[config.mk]
export PLATFORM = sky130hd
export DESIGN_NAME = ptp_tod_clock
export DESIGN_NICKNAME = d
export VERILOG_FILES = /design/src/rtl/ptp_tod_pkg.sv /design/src/rtl/ptp_drift_gen.sv /design/src/rtl/ptp_flat_ctr.sv /design/src/rtl/ptp_tod_ctr.sv /design/src/rtl/ptp_tod_clock.sv
export SDC_FILE = /design/constraint.sdc
export NUM_CORES = 1
export LEC_CHECK = 0
export ABC_AREA = 1
export BUFFER_PORTS_ARGS = -buffer_cell sky130_fd_sc_hd__buf_2
export CAP_MARGIN = 10
export CORE_ASPECT_RATIO = 0.8
export CORE_MARGIN = 5
export CORE_UTILIZATION = 55
export CTS_CLUSTER_DIAMETER = 120
export CTS_CLUSTER_SIZE = 16
export DETAILED_ROUTE_END_ITERATION = 6
export PLACE_DENSITY = 0.77
export SYNTH_ARGS = -nofsm -noshare
export SYNTH_HDL_FRONTEND = slang
export SYNTH_SLANG_ARGS = --single-unit
[constraint.sdc]
create_clock -name clk_i -period 7.9 [get_ports clk_i]
set_input_delay 1.58 -clock clk_i [delete_from_list [all_inputs] [get_ports clk_i]]
set_output_delay 1.58 -clock clk_i [all_outputs]
set_load 0.05 [all_outputs]
[src/rtl/ptp_tod_pkg.sv]
package ptp_tod_pkg;
  localparam int unsigned SEC_W     = 48;
  localparam int unsigned NS_W      = 32;
  localparam int unsigned FNS_W     = 16;
  localparam int unsigned FLAT_NS_W = 48;
  localparam int unsigned TOD_W     = SEC_W + NS_W + FNS_W;
  localparam int unsigned FLAT_W    = FLAT_NS_W + FNS_W;
  localparam logic [NS_W:0] NS_PER_SEC = 33'd1_000_000_000;
endpackage

[src/rtl/ptp_drift_gen.sv]
module ptp_drift_gen #(
  parameter int unsigned DRIFT_W = 16
) (
  input  logic               clk_i,
  input  logic               rst_ni,
  input  logic [DRIFT_W-1:0] rate_i,
  output logic               extra_o
);
  logic [DRIFT_W-1:0] cnt_q;

  assign extra_o = (rate_i != '0) && (cnt_q == '0);

  always_ff @(posedge clk_i or negedge rst_ni) begin
    if (!rst_ni)               cnt_q <= '0;
    else if (rate_i == '0)     cnt_q <= '0;
    else if (cnt_q == '0)      cnt_q <= rate_i - 1'b1;
    else                       cnt_q <= cnt_q - 1'b1;
  end


  drift_reload_chk: assert property (@(posedge clk_i) disable iff (!rst_ni)
    extra_o |=> cnt_q == $past(rate_i) - 1'b1);
endmodule

[src/rtl/ptp_flat_ctr.sv]
module ptp_flat_ctr
  import ptp_tod_pkg::*;
#(
  parameter int unsigned INC_NS_W = 30
) (
  input  logic                clk_i,
  input  logic                rst_ni,
  input  logic [INC_NS_W-1:0] inc_ns_i,
  input  logic [FNS_W-1:0]    inc_fns_i,
  input  logic                extra_i,
  output logic [FLAT_W-1:0]   ts_o
);
  logic [FLAT_W-1:0] step;

  assign step = {(FLAT_NS_W)'(inc_ns_i), inc_fns_i} + FLAT_W'(extra_i);

  always_ff @(posedge clk_i or negedge rst_ni) begin
    if (!rst_ni) ts_o <= '0;
    else         ts_o <= ts_o + step;
  end


  flat_monotonic_chk: assert property (@(posedge clk_i) disable iff (!rst_ni)
    1'b1 |=> ts_o >= $past(ts_o));
endmodule

[src/rtl/ptp_tod_ctr.sv]
module ptp_tod_ctr
  import ptp_tod_pkg::*;
#(
  parameter int unsigned INC_NS_W = 30
) (
  input  logic                clk_i,
  input  logic                rst_ni,
  input  logic [INC_NS_W-1:0] inc_ns_i,
  input  logic [FNS_W-1:0]    inc_fns_i,
  input  logic                extra_i,
  output logic [SEC_W-1:0]    sec_o,
  output logic [NS_W-1:0]     ns_o,
  output logic [FNS_W-1:0]    fns_o,
  output logic                sec_step_o
);
  logic [FNS_W:0] fsum;
  logic [NS_W:0]  nsum;
  logic [NS_W:0]  nwrap;
  logic           wrap;

  assign fsum       = {1'b0, fns_o} + {1'b0, inc_fns_i} + (FNS_W+1)'(extra_i);
  assign nsum       = {1'b0, ns_o} + (NS_W+1)'(inc_ns_i) + (NS_W+1)'(fsum[FNS_W]);
  assign wrap       = nsum >= NS_PER_SEC;
  assign nwrap      = nsum - NS_PER_SEC;
  assign sec_step_o = wrap;

  always_ff @(posedge clk_i or negedge rst_ni) begin
    if (!rst_ni) begin
      sec_o <= '0;
      ns_o  <= '0;
      fns_o <= '0;
    end else begin
      fns_o <= fsum[FNS_W-1:0];
      ns_o  <= wrap ? nwrap[NS_W-1:0] : nsum[NS_W-1:0];
      sec_o <= sec_o + SEC_W'(wrap);
    end
  end


  ns_range_chk: assert property (@(posedge clk_i) disable iff (!rst_ni)
    {1'b0, ns_o} < NS_PER_SEC);

  sec_step_chk: assert property (@(posedge clk_i) disable iff (!rst_ni)
    1'b1 |=> (sec_o == $past(sec_o)) || (sec_o == $past(sec_o) + 1'b1));
endmodule

[src/rtl/ptp_tod_clock.sv]
module ptp_tod_clock
  import ptp_tod_pkg::*;
#(
  parameter int unsigned INC_NS_W = 30,
  parameter int unsigned DRIFT_W  = 16
) (
  input  logic                clk_i,
  input  logic                rst_ni,
  input  logic [INC_NS_W-1:0] inc_ns_i,
  input  logic [15:0]         inc_fns_i,
  input  logic [DRIFT_W-1:0]  drift_rate_i,
  output logic [95:0]         tod_o,
  output logic [63:0]         flat_o,
  output logic                pps_o
);
  logic             extra;
  logic [SEC_W-1:0] sec;
  logic [NS_W-1:0]  ns;
  logic [FNS_W-1:0] fns;
  logic             sec_step;

  ptp_drift_gen #(.DRIFT_W(DRIFT_W)) u_drift (
    .clk_i  (clk_i),
    .rst_ni (rst_ni),
    .rate_i (drift_rate_i),
    .extra_o(extra)
  );

  ptp_flat_ctr #(.INC_NS_W(INC_NS_W)) u_flat (
    .clk_i    (clk_i),
    .rst_ni   (rst_ni),
    .inc_ns_i (inc_ns_i),
    .inc_fns_i(inc_fns_i),
    .extra_i  (extra),
    .ts_o     (flat_o)
  );

  ptp_tod_ctr #(.INC_NS_W(INC_NS_W)) u_tod (
    .clk_i     (clk_i),
    .rst_ni    (rst_ni),
    .inc_ns_i  (inc_ns_i),
    .inc_fns_i (inc_fns_i),
    .extra_i   (extra),
    .sec_o     (sec),
    .ns_o      (ns),
    .fns_o     (fns),
    .sec_step_o(sec_step)
  );

  assign tod_o = {sec, ns, fns};

  // strobe registered on the same edge that moves seconds
  always_ff @(posedge clk_i or negedge rst_ni) begin
    if (!rst_ni) pps_o <= 1'b0;
    else         pps_o <= sec_step;
  end


  frac_match_chk: assert property (@(posedge clk_i) disable iff (!rst_ni)
    tod_o[15:0] == flat_o[15:0]);

  ns_match_chk: assert property (@(posedge clk_i) disable iff (!rst_ni)
    flat_o[63:16] == tod_o[95:48] * 48'd1_000_000_000 + 48'(tod_o[47:16]));

  pps_sec_chk: assert property (@(posedge clk_i) disable iff (!rst_ni)
    1'b1 |=> pps_o == (tod_o[95:48] != $past(tod_o[95:48])));
endmodule

======== Yosys cells after proc, flatten, opt, wreduce, memory -nomap -nowiden ========
Index checks and enable logic that the tools add are counted.
storage, ports and cells
  flip-flop bits (word level) ............. 177
  word-level logic and storage cells ...... 24
operators by class
  order comparisons ....................... 1
  $add $sub $neg .......................... 10
  reduce and logical (&&, ||, !) cells .... 4
  mux-type cells .......................... 3
operators by type and width
  kind                                                                     count
  64-bit adder                                                             1
  48-bit by 1-bit adder with 48-bit output                                 1
  46-bit by 1-bit adder with 47-bit output                                 1
  32-bit by 30-bit adder with 33-bit output                                1
  33-bit by 1-bit adder with 33-bit output                                 1
  33-bit by 30-bit >= comparator with 1-bit output, second input constant  1
  16-bit logical NOT                                                       2
  16-bit 2-to-1 mux                                                        2
  32-bit 2-to-1 mux                                                        1
  16-bit by 1-bit subtractor with 16-bit output, second input constant     2
  32-bit by 30-bit subtractor with 32-bit output, second input constant    1
  16-bit by 16-bit adder with 17-bit output                                1
  17-bit by 1-bit adder with 17-bit output                                 1
  16-bit nonzero test                                                      1
  1-bit logical AND                                                        1

======== Depth between registers and ports, before layout ========
Gate-level depths: netlist of the first run.
  depth in word-level cells ............... 6
  depth in mapped cells ................... 47

======== By module ========
From an unflattened synthesis of the first run, not the netlist that was laid out.
unflattened totals
  cell total of the unflattened synthesis .. 2620
  area total of the unflattened synthesis .. 16107.9 µm²
modules (own cells, without submodules)
  module         area an instance (µm²)  times used  cells each  seq. area each (µm²)
  ptp_tod_ctr    8117.8                  1           1247        2402.3
  ptp_flat_ctr   6618.8                  1           1165        1601.5
  ptp_drift_gen  1346.3                  1           207         400.4
  ptp_tod_clock  25.0                    1           1           25.0

======== Least setup slack after synthesis of the first run ========
Ideal clock, no wire load.
  path type ............................... input-to-reg
  from .................................... in drift_rate_i[13]
  to ...................................... reg u_tod.sec_o[36]
  path slack .............................. -0.798 ns
  data arrival time ....................... 8.616 ns
  path buffers ............................ 2
  stages on the path ...................... 43
  cell sequence ........................... or4_1 nor4_2 clkbuf_1 nor2_1 fa_1 fa_1 nand3_1 o2111ai_1 a31oi_1 o21ai_0 a21o_1 a21oi_1 fa_1 fa_1 inv_1 nand3_1 nand3_1 nand2_1 [... 7 more ...] nand2_2 nand2_4 nand3_4 buf_6 ha_1 ha_1 nand3_1 nor2_2 nand3_1 nor2_2 inv_2 nor3_2 inv_2 nor2_2 nand3_2 or2_1 nor2_2 xor2_1
between the ends
  word-level cells in the longest chain between the ends .. 6
ends and longest elaborated chain
  what                                              line                 source
  from (decl)                                       ptp_tod_clock.sv:11  input logic [DRIFT_W-1:0] drift_rate_i,
  16-bit nonzero test                               ptp_drift_gen.sv:11  assign extra_o = (rate_i != '0) && (cnt_q == '0);
  1-bit logical AND                                 ptp_drift_gen.sv:11
  17-bit by 1-bit adder with 17-bit output          ptp_tod_ctr.sv:21    assign fsum = {1'b0, fns_o} + {1'b0, inc_fns_i} + (FNS_W+1)'(extra_i);
  33-bit by 1-bit adder with 33-bit output          ptp_tod_ctr.sv:22    assign nsum = {1'b0, ns_o} + (NS_W+1)'(inc_ns_i) + (NS_W+1)'(fsum[FNS_W]);
  33-bit by 30-bit >= comparator with 1-bit output  ptp_tod_ctr.sv:23    assign wrap = nsum >= NS_PER_SEC;
  via sec_step                                      ptp_tod_clock.sv:20  logic sec_step;
  48-bit by 1-bit adder with 48-bit output          ptp_tod_ctr.sv:35    sec_o <= sec_o + SEC_W'(wrap);
  to (signal assigned)                              ptp_tod_ctr.sv:35
  to (decl)                                         ptp_tod_ctr.sv:11    output logic [SEC_W-1:0] sec_o,
The timed path passes the listed nets, and every way through them passes these cells.

======== Final worst setup path of the first run ========
  from .................................... in drift_rate_i[9]
  to ...................................... reg u_tod.sec_o[36]
between the ends
  word-level cells in the longest chain between the ends .. 6
ends and longest elaborated chain
  what                                              line                 source
  16-bit nonzero test                               ptp_drift_gen.sv:11
  1-bit logical AND                                 ptp_drift_gen.sv:11
  17-bit by 1-bit adder with 17-bit output          ptp_tod_ctr.sv:21
  33-bit by 1-bit adder with 33-bit output          ptp_tod_ctr.sv:22
  via u_tod.nsum[6]                                 ptp_tod_ctr.sv:17    logic [NS_W:0] nsum;
  33-bit by 30-bit >= comparator with 1-bit output  ptp_tod_ctr.sv:23
  48-bit by 1-bit adder with 48-bit output          ptp_tod_ctr.sv:35
The timed path passes the listed nets, and every way through them passes these cells.

==> flow_summary_export.csv, run 1 <==
group,metric,value,unit
min_path,min_path_type,"reg -> reg",
clock_network,cts_sinks,177,
sta,setup_viol,0,
placement,placed_area,17400,um2
setup_path,start_kind,"input pin",
placement,place_congestion,1.02,
global_route,grt_pass1_wl,75900,um
synth,syn_area,15000,um2
sta,final.setup_skew,0.0165,ns
synth,synth_nets,2352,
synth,yosysSeqAreaShare,0.296,
routing,drtIter0Drc,1389,
clock_network,cts_made_buffers,17,
global_route,grt_pass1_vias,14989,
clock_network,clk_latency,0.45,ns
synth,ys_types,48,
clock_network,htree_num_levels,4,
floorplan,die_area,30700,um2
floorplan,chipWidth,195,um
power_and_ir_drop,ir_drop,0.386,mV
setup_path,cpPeakStageDelay,0.54,ns
clock_network,cts_tree,"built",
setup_path,path_class,"in -> reg",
clock_network,postCtsHoldBufs,0,
synth,synthArstFlopShare,1.00,
power_and_ir_drop,p_leak,9.76,nW
cells_and_area,nFillCells,2440,
global_route,grt_max_degree,104,
sta,hold_violations,0,
cells_and_area,final_util,0.673,
setup_path,worst_path_most_repeated_cell,"nand3_2",
routing,vias,15556,
global_route,antenna_found_initial,1,
routing,wl_per_cell,16.2,um
cells_and_area,drive_gt1_frac,0.202,
placement,port_buffers,224,
synth,synthFlopType,"dfrtp_1",
setup_path,worstPathArrival,8.00,ns
cells_and_area,area_delta_synth_final,21.7,%
clock_network,clock_path_buffers,2,
run,cap_violations,0,
synth,synth.avg_cell_area,6.86,um2
routing,wirelength,47100,um
sta,fin_crit_sh,0.964,
floorplan,die_h,158,um
routing,drc,0,
setup_path,worstPathMaxFanout,4,
synth,synth_seq_cells,177,
clock_network,root_buffer,"clkbuf_16",
sta,fmaxAchievable,131,MHz
setup_path,crit_slowest_cell,"or4_4",
sta,period_needed,7.62,ns
floorplan,initial_core_util,0.553,
global_route,overflow,0,
setup_path,cp_data_required_time,8.28,ns
synth,syn_inst,2186,
sta,slew_viol_final,0,
synth,ys_top_cells_by_area,"dfrtp_1 (30%), nand2_1 (15%), inv_1 (8.1%), ha_1 (8.1%), xor2_1 (6.7%)",
cells_and_area,fin_area,18200,um2
sta,max_slew_margin,0.327,
cells_and_area,final_nets,2697,
sta,hold_ws,0.471,ns
synth,ys_warn_count,0,
placement,dp_hpwl,38600,um
sta,worst_slew_pin_slew,1.00,ns
synth,synth_top_area_frac,0.296,
clock_network,clkSlewWorstSetupHoldPaths,0.08,ns
floorplan,core_area,27100,um2
routing,vias_per_cell,5.35,
global_route,grt_use_total,0.302,
routing,antenna_left,0,
floorplan,ios,225,
synth,synth-edff-count,0,
floorplan,rows,54,
setup_path,end_kind,"register",
routing,drt_pass1_iterations,6,
status,outcome,"finished, final reports clean",
synth,synth_top_cell_by_area,"dfrtp_1",
power_and_ir_drop,power_density,476,nW/um2
-- layout by cell type (no fill, tap or decap), types with 55 or more instances in the layout --
| cell | count |
|---|---|
| nand2_1 | 579 |
| inv_1 | 323 |
| buf_2 | 223 |
| nor2_1 | 199 |
| dfrtp_1 | 177 |
| a21oi_1 | 128 |
| nand3_1 | 119 |
| xor2_1 | 114 |
| buf_4 | 113 |
| ha_1 | 94 |
| nand4_1 | 55 |
-- sequential cells by signal, indices dropped and copies added, names as in the netlist --
signal / count
u_drift.cnt_q: 16
u_tod.sec_o: 48
u_tod.fns_o: 16
pps_o: 1
u_flat.ts_o: 64
u_tod.ns_o: 32
-- power breakdown --
part | switching (mW) | total, mW | internal, mW
Clock | 0.463 | 0.900 | 0.437
Combinational | 4.20 | 6.24 | 2.05
Sequential | 0.256 | 1.54 | 1.28
-- cells in the mapped netlist (3+ instances only) --
master and number:
o21ai_0 52, ha_1 97, xnor2_1 55, nor2_1 207, dfrtp_1 177, nand3_1 127
o21a_1 10, and3_1 4, fa_1 5, o211ai_1 4, nand2_1 588, a21oi_1 129
nor2_2 21, nor4_1 17, inv_1 325, nand3_2 9, clkinv_1 3, nand2_2 21
a21o_1 10, nand4_1 55, a21boi_0 3, buf_6 3, nor3_1 52, buf_2 6
a31oi_1 19, xor2_1 114, nor3_2 5, nand3b_1 7, inv_2 21, nor2_4 6
o21bai_1 8
-- through the flow --
stage | worst slack, ns | TNS (ns) | total power, mW | instances
after detailed placement | -0.504 | -7.20 | 7.60 | 2870
after floorplan | -0.443 | -5.01 | 5.77 | 2186
final | 0.282 | 0 | 8.68 | 2909
after global placement | -0.361 | -3.58 | 7.51 | 2870
after CTS | 0.0209 | 0 | 8.56 | 2903
after global routing | -0.0240 | -0.0240 | 9.37 | 2909
-- logic make-up after synthesis --
kind of cell	Yosys count	synth area share
AND/OR/NAND/NOR	1133	0.335
buffers and inverters	360	0.0922
AO/OA/AOI/OAI	245	0.0908
flip-flops	177	0.296
XOR/XNOR	169	0.0988
adder cells (fa/ha/maj)	102	0.0877
-- worst paths after layout --
kind                       slack, ns             start         endpoint  depth (start not counted)
setup / recovery                0.28   drift_rate_i[9]  u_tod.sec_o[36]                         42
max in group asynchronous       5.14            rst_ni   u_tod.ns_o[27]                          2
hold reg to reg                 0.47   u_tod.sec_o[47]  u_tod.sec_o[47]                          1
setup reg to reg                1.37  u_drift.cnt_q[7]  u_tod.sec_o[36]                         43
min in group asynchronous       1.24            rst_ni   u_flat.ts_o[8]                          1
hold / removal                  0.47   u_tod.sec_o[47]  u_tod.sec_o[47]                          1
-- layer usage --
metal  up-vias  wire length, um  GRT usage
li1       7734                -          -
met1      7178            21700      0.435
met2       571            21200      0.488
met3        73             3190     0.0445
met4         0              979     0.0699
met5         -                0          0
-- what timing repair did --
action / CTS / global route
pin swaps: 2 / 15
setup endpoints to repair: 3 / 25
buffers inserted: 1 / 5
gates resized for setup: 4 / 27
-- worst max-delay path, delay by kind of cell --
kind	cells	cell delay [ns]
AO/OA/AOI/OAI	5	0.80
XOR/XNOR	1	0.14
adder cells (fa/ha/maj)	6	1.52
buffers and inverters	4	0.30
AND/OR/NAND/NOR	26	3.67
-- area by class of cell --
cell class / count / area, um2 / share of cell area
flip-flops and latches: 177 / 4430 / 0.243
diodes: 1 / 2.50 / 0.000137
clock inverters: 15 / 196 / 0.0108
inverters: 349 / 1310 / 0.0719
clock buffers: 17 / 425 / 0.0233
well taps: 364 / 455 / 0.0250
multi-input cells: 1649 / 9440 / 0.518
repair buffers: 337 / 1980 / 0.108
Note: power is estimated with default switching activity, not from simulation.
==> inputs of run 2 (changes only) <==
--- a/config.mk
+++ b/config.mk
@@ -14,7 +14,8 @@
 export CTS_CLUSTER_DIAMETER = 120
 export CTS_CLUSTER_SIZE = 16
 export DETAILED_ROUTE_END_ITERATION = 6
-export PLACE_DENSITY = 0.77
+export MAX_ROUTING_LAYER = met4
+export PLACE_DENSITY_LB_ADDON = 0.15
 export SYNTH_ARGS = -nofsm -noshare
 export SYNTH_HDL_FRONTEND = slang
 export SYNTH_SLANG_ARGS = --single-unit
==> flow_summary_export.csv, run 2 (synthesis results as in run 1) <==
group,metric,value,unit
sta,fmaxAchievable,131,MHz
floorplan,ios,225,
setup_path,rr_worst_depth,46,
routing,drtIter0Drc,1230,
cells_and_area,final_cells,2913,
sta,worst_slew_pin_slew,1.02,ns
routing,vias_per_cell,5.36,
clock_network,clkSlewWorstSetupHoldPaths,0.08,ns
power_and_ir_drop,p_total,8.60,mW
cells_and_area,largest-register,"u_flat.ts_o",
floorplan,die_h,158,um
cells_and_area,final_cell_mix,"nand2_1 (577), inv_1 (323), buf_2 (223), nor2_1 (200), dfrtp_1 (177)",
global_route,use_met2,0.500,
global_route,grt_util_met3,0.0417,
setup_path,critPathBufInv,4,
clock_network,clock_path_buffers,2,
floorplan,die_area,30700,um2
cells_and_area,final_nets,2703,
min_path,min_path_type,"reg -> reg",
run,cap_violations,0,
floorplan,initial_core_util,0.553,
global_route,grt_use_met1,0.435,
setup_path,critical_path_depth,40,
cells_and_area,diodes,0,
setup_path,worstPathArrival,8.02,ns
sta,period_needed,7.63,ns
clock_network,root_buffer,"clkbuf_16",
floorplan,core_area,27100,um2
routing,antenna_left,0,
sta,rsz0062_at_grt,"yes",
min_path,min_path_cells,1,
cells_and_area,largest_reg_flops,64,
status,outcome,"finished, final reports clean",
setup_path,start_kind,"input pin",
sta,max_slew_margin,0.322,
clock_network,htree_num_levels,4,
setup_path,crit_slowest_cell,"or4_4",
sta,fin_crit_sh,0.966,
sta,hold_violations,0,
placement,place_ws,-0.639,ns
global_route,grt_pass1_vias,15062,
cells_and_area,final_common_cell,"nand2_1",
power_and_ir_drop,power_density,472,nW/um2
sta,final.setup_skew,0.0175,ns
cells_and_area,largestRegisters,"u_flat.ts_o x64, u_tod.sec_o x48, u_tod.ns_o x32",
sta,slew_viol_final,0,
floorplan,chipWidth,195,um
sta,fin_ws,0.269,ns
global_route,grt_pass1_wl,76000,um
routing,wl_per_cell,16.2,um
setup_path,path_class,"in -> reg",
clock_network,cts_tree,"built",
floorplan,rows,54,
placement,place_congestion,1.03,
setup_path,worstPathMaxFanout,4,
clock_network,clk_latency,0.46,ns
cells_and_area,drive_gt1_frac,0.202,
sta,setup_viol,0,
setup_path,cp_data_required_time,8.29,ns
setup_path,crit_family,"simple AND/OR/NAND/NOR gates",
global_route,grt-busiest-layer,"met2",
global_route,antenna_found_initial,0,
cells_and_area,area_delta_synth_final,21.7,%
clock_network,cts_made_buffers,17,
power_and_ir_drop,ir_drop,0.337,mV
global_route,overflow,0,
global_route,grt_max_degree,99,
routing,vias,15603,
setup_path,worst_path_most_repeated_cell,"nor2_4",
clock_network,postCtsHoldBufs,0,
routing,wirelength,47300,um
placement,post-place-cells,2873,
routing,drc,0,
placement,port_buffers,224,
power_and_ir_drop,p_leak,9.80,nW
clock_network,cts_sinks,177,
routing,drt_pass1_iterations,6,
setup_path,end_kind,"register",
global_route,grt_use_total,0.314,
placement,dp_hpwl,38700,um
setup_path,cpPeakStageDelay,0.53,ns
[run 2: cell types whose count changed in the layout (fill, tap and decap cells not counted), sizes merged]
cell	delta
buf	+6
clkbuf	+1
clkinv	-1
diode	-1
inv	-1
[run 2: report_power, final]
part	switching [mW]	leakage (nW)	internal, mW
Clock	0.444	0.272	0.420
Combinational	4.16	7.42	2.04
Sequential	0.260	2.11	1.28
[run 2: metal layers]
layer | vias up | wire, um
li1 | 7739 | -
met1 | 7317 | 22000
met2 | 498 | 21600
met3 | 49 | 3060
met4 | 0 | 717
met5 | - | 0
[run 2: area by class of cell]
| cell class | count | area [um2] |
|---|---|---|
| inverter | 349 | 1310 |
| fill | 2454 | 8860 |
| multi-input combinational | 1649 | 9450 |
| tap | 364 | 455 |
| timing repair buffer | 343 | 2020 |
| sequential | 177 | 4430 |
| clock inverter | 13 | 139 |
| clock buffer | 18 | 429 |
[run 2: through the flow]
stage | hold slack [ns] | setup TNS [ns] | area (um2) | utilization
finish | 0.468 | 0 | 18200 | 0.673
global route | 0.486 | -0.172 | 18200 | 0.673
CTS | 0.470 | 0 | 18000 | 0.666
detailed placement | 0.457 | -8.81 | 17500 | 0.644
global placement | 0.452 | -6.46 | 17500 | 0.644
floorplan | 0.433 | -5.01 | 15100 | -
[run 2: timing repair]
action | in CTS | in global routing
pin swaps | 4 | 22
setup endpoints to repair | 9 | 23
buffers inserted | 1 | 8
resized for setup | 4 | 30
[run 2: path summary, 6_finish.rpt]
| check | slack, ns | end | startpoint |
|---|---|---|---|
| worst max-delay path | 0.27 | u_tod.sec_o[36] | drift_rate_i[9] |
| worst min-delay path | 0.47 | u_flat.ts_o[63] | u_flat.ts_o[63] |
| worst max register to register | 1.34 | u_tod.sec_o[36] | u_drift.cnt_q[15] |
| worst min register to register | 0.47 | u_flat.ts_o[63] | u_flat.ts_o[63] |
| max in group asynchronous | 5.10 | u_tod.sec_o[1] | rst_ni |
| min in group asynchronous | 1.23 | u_flat.ts_o[1] | rst_ni |
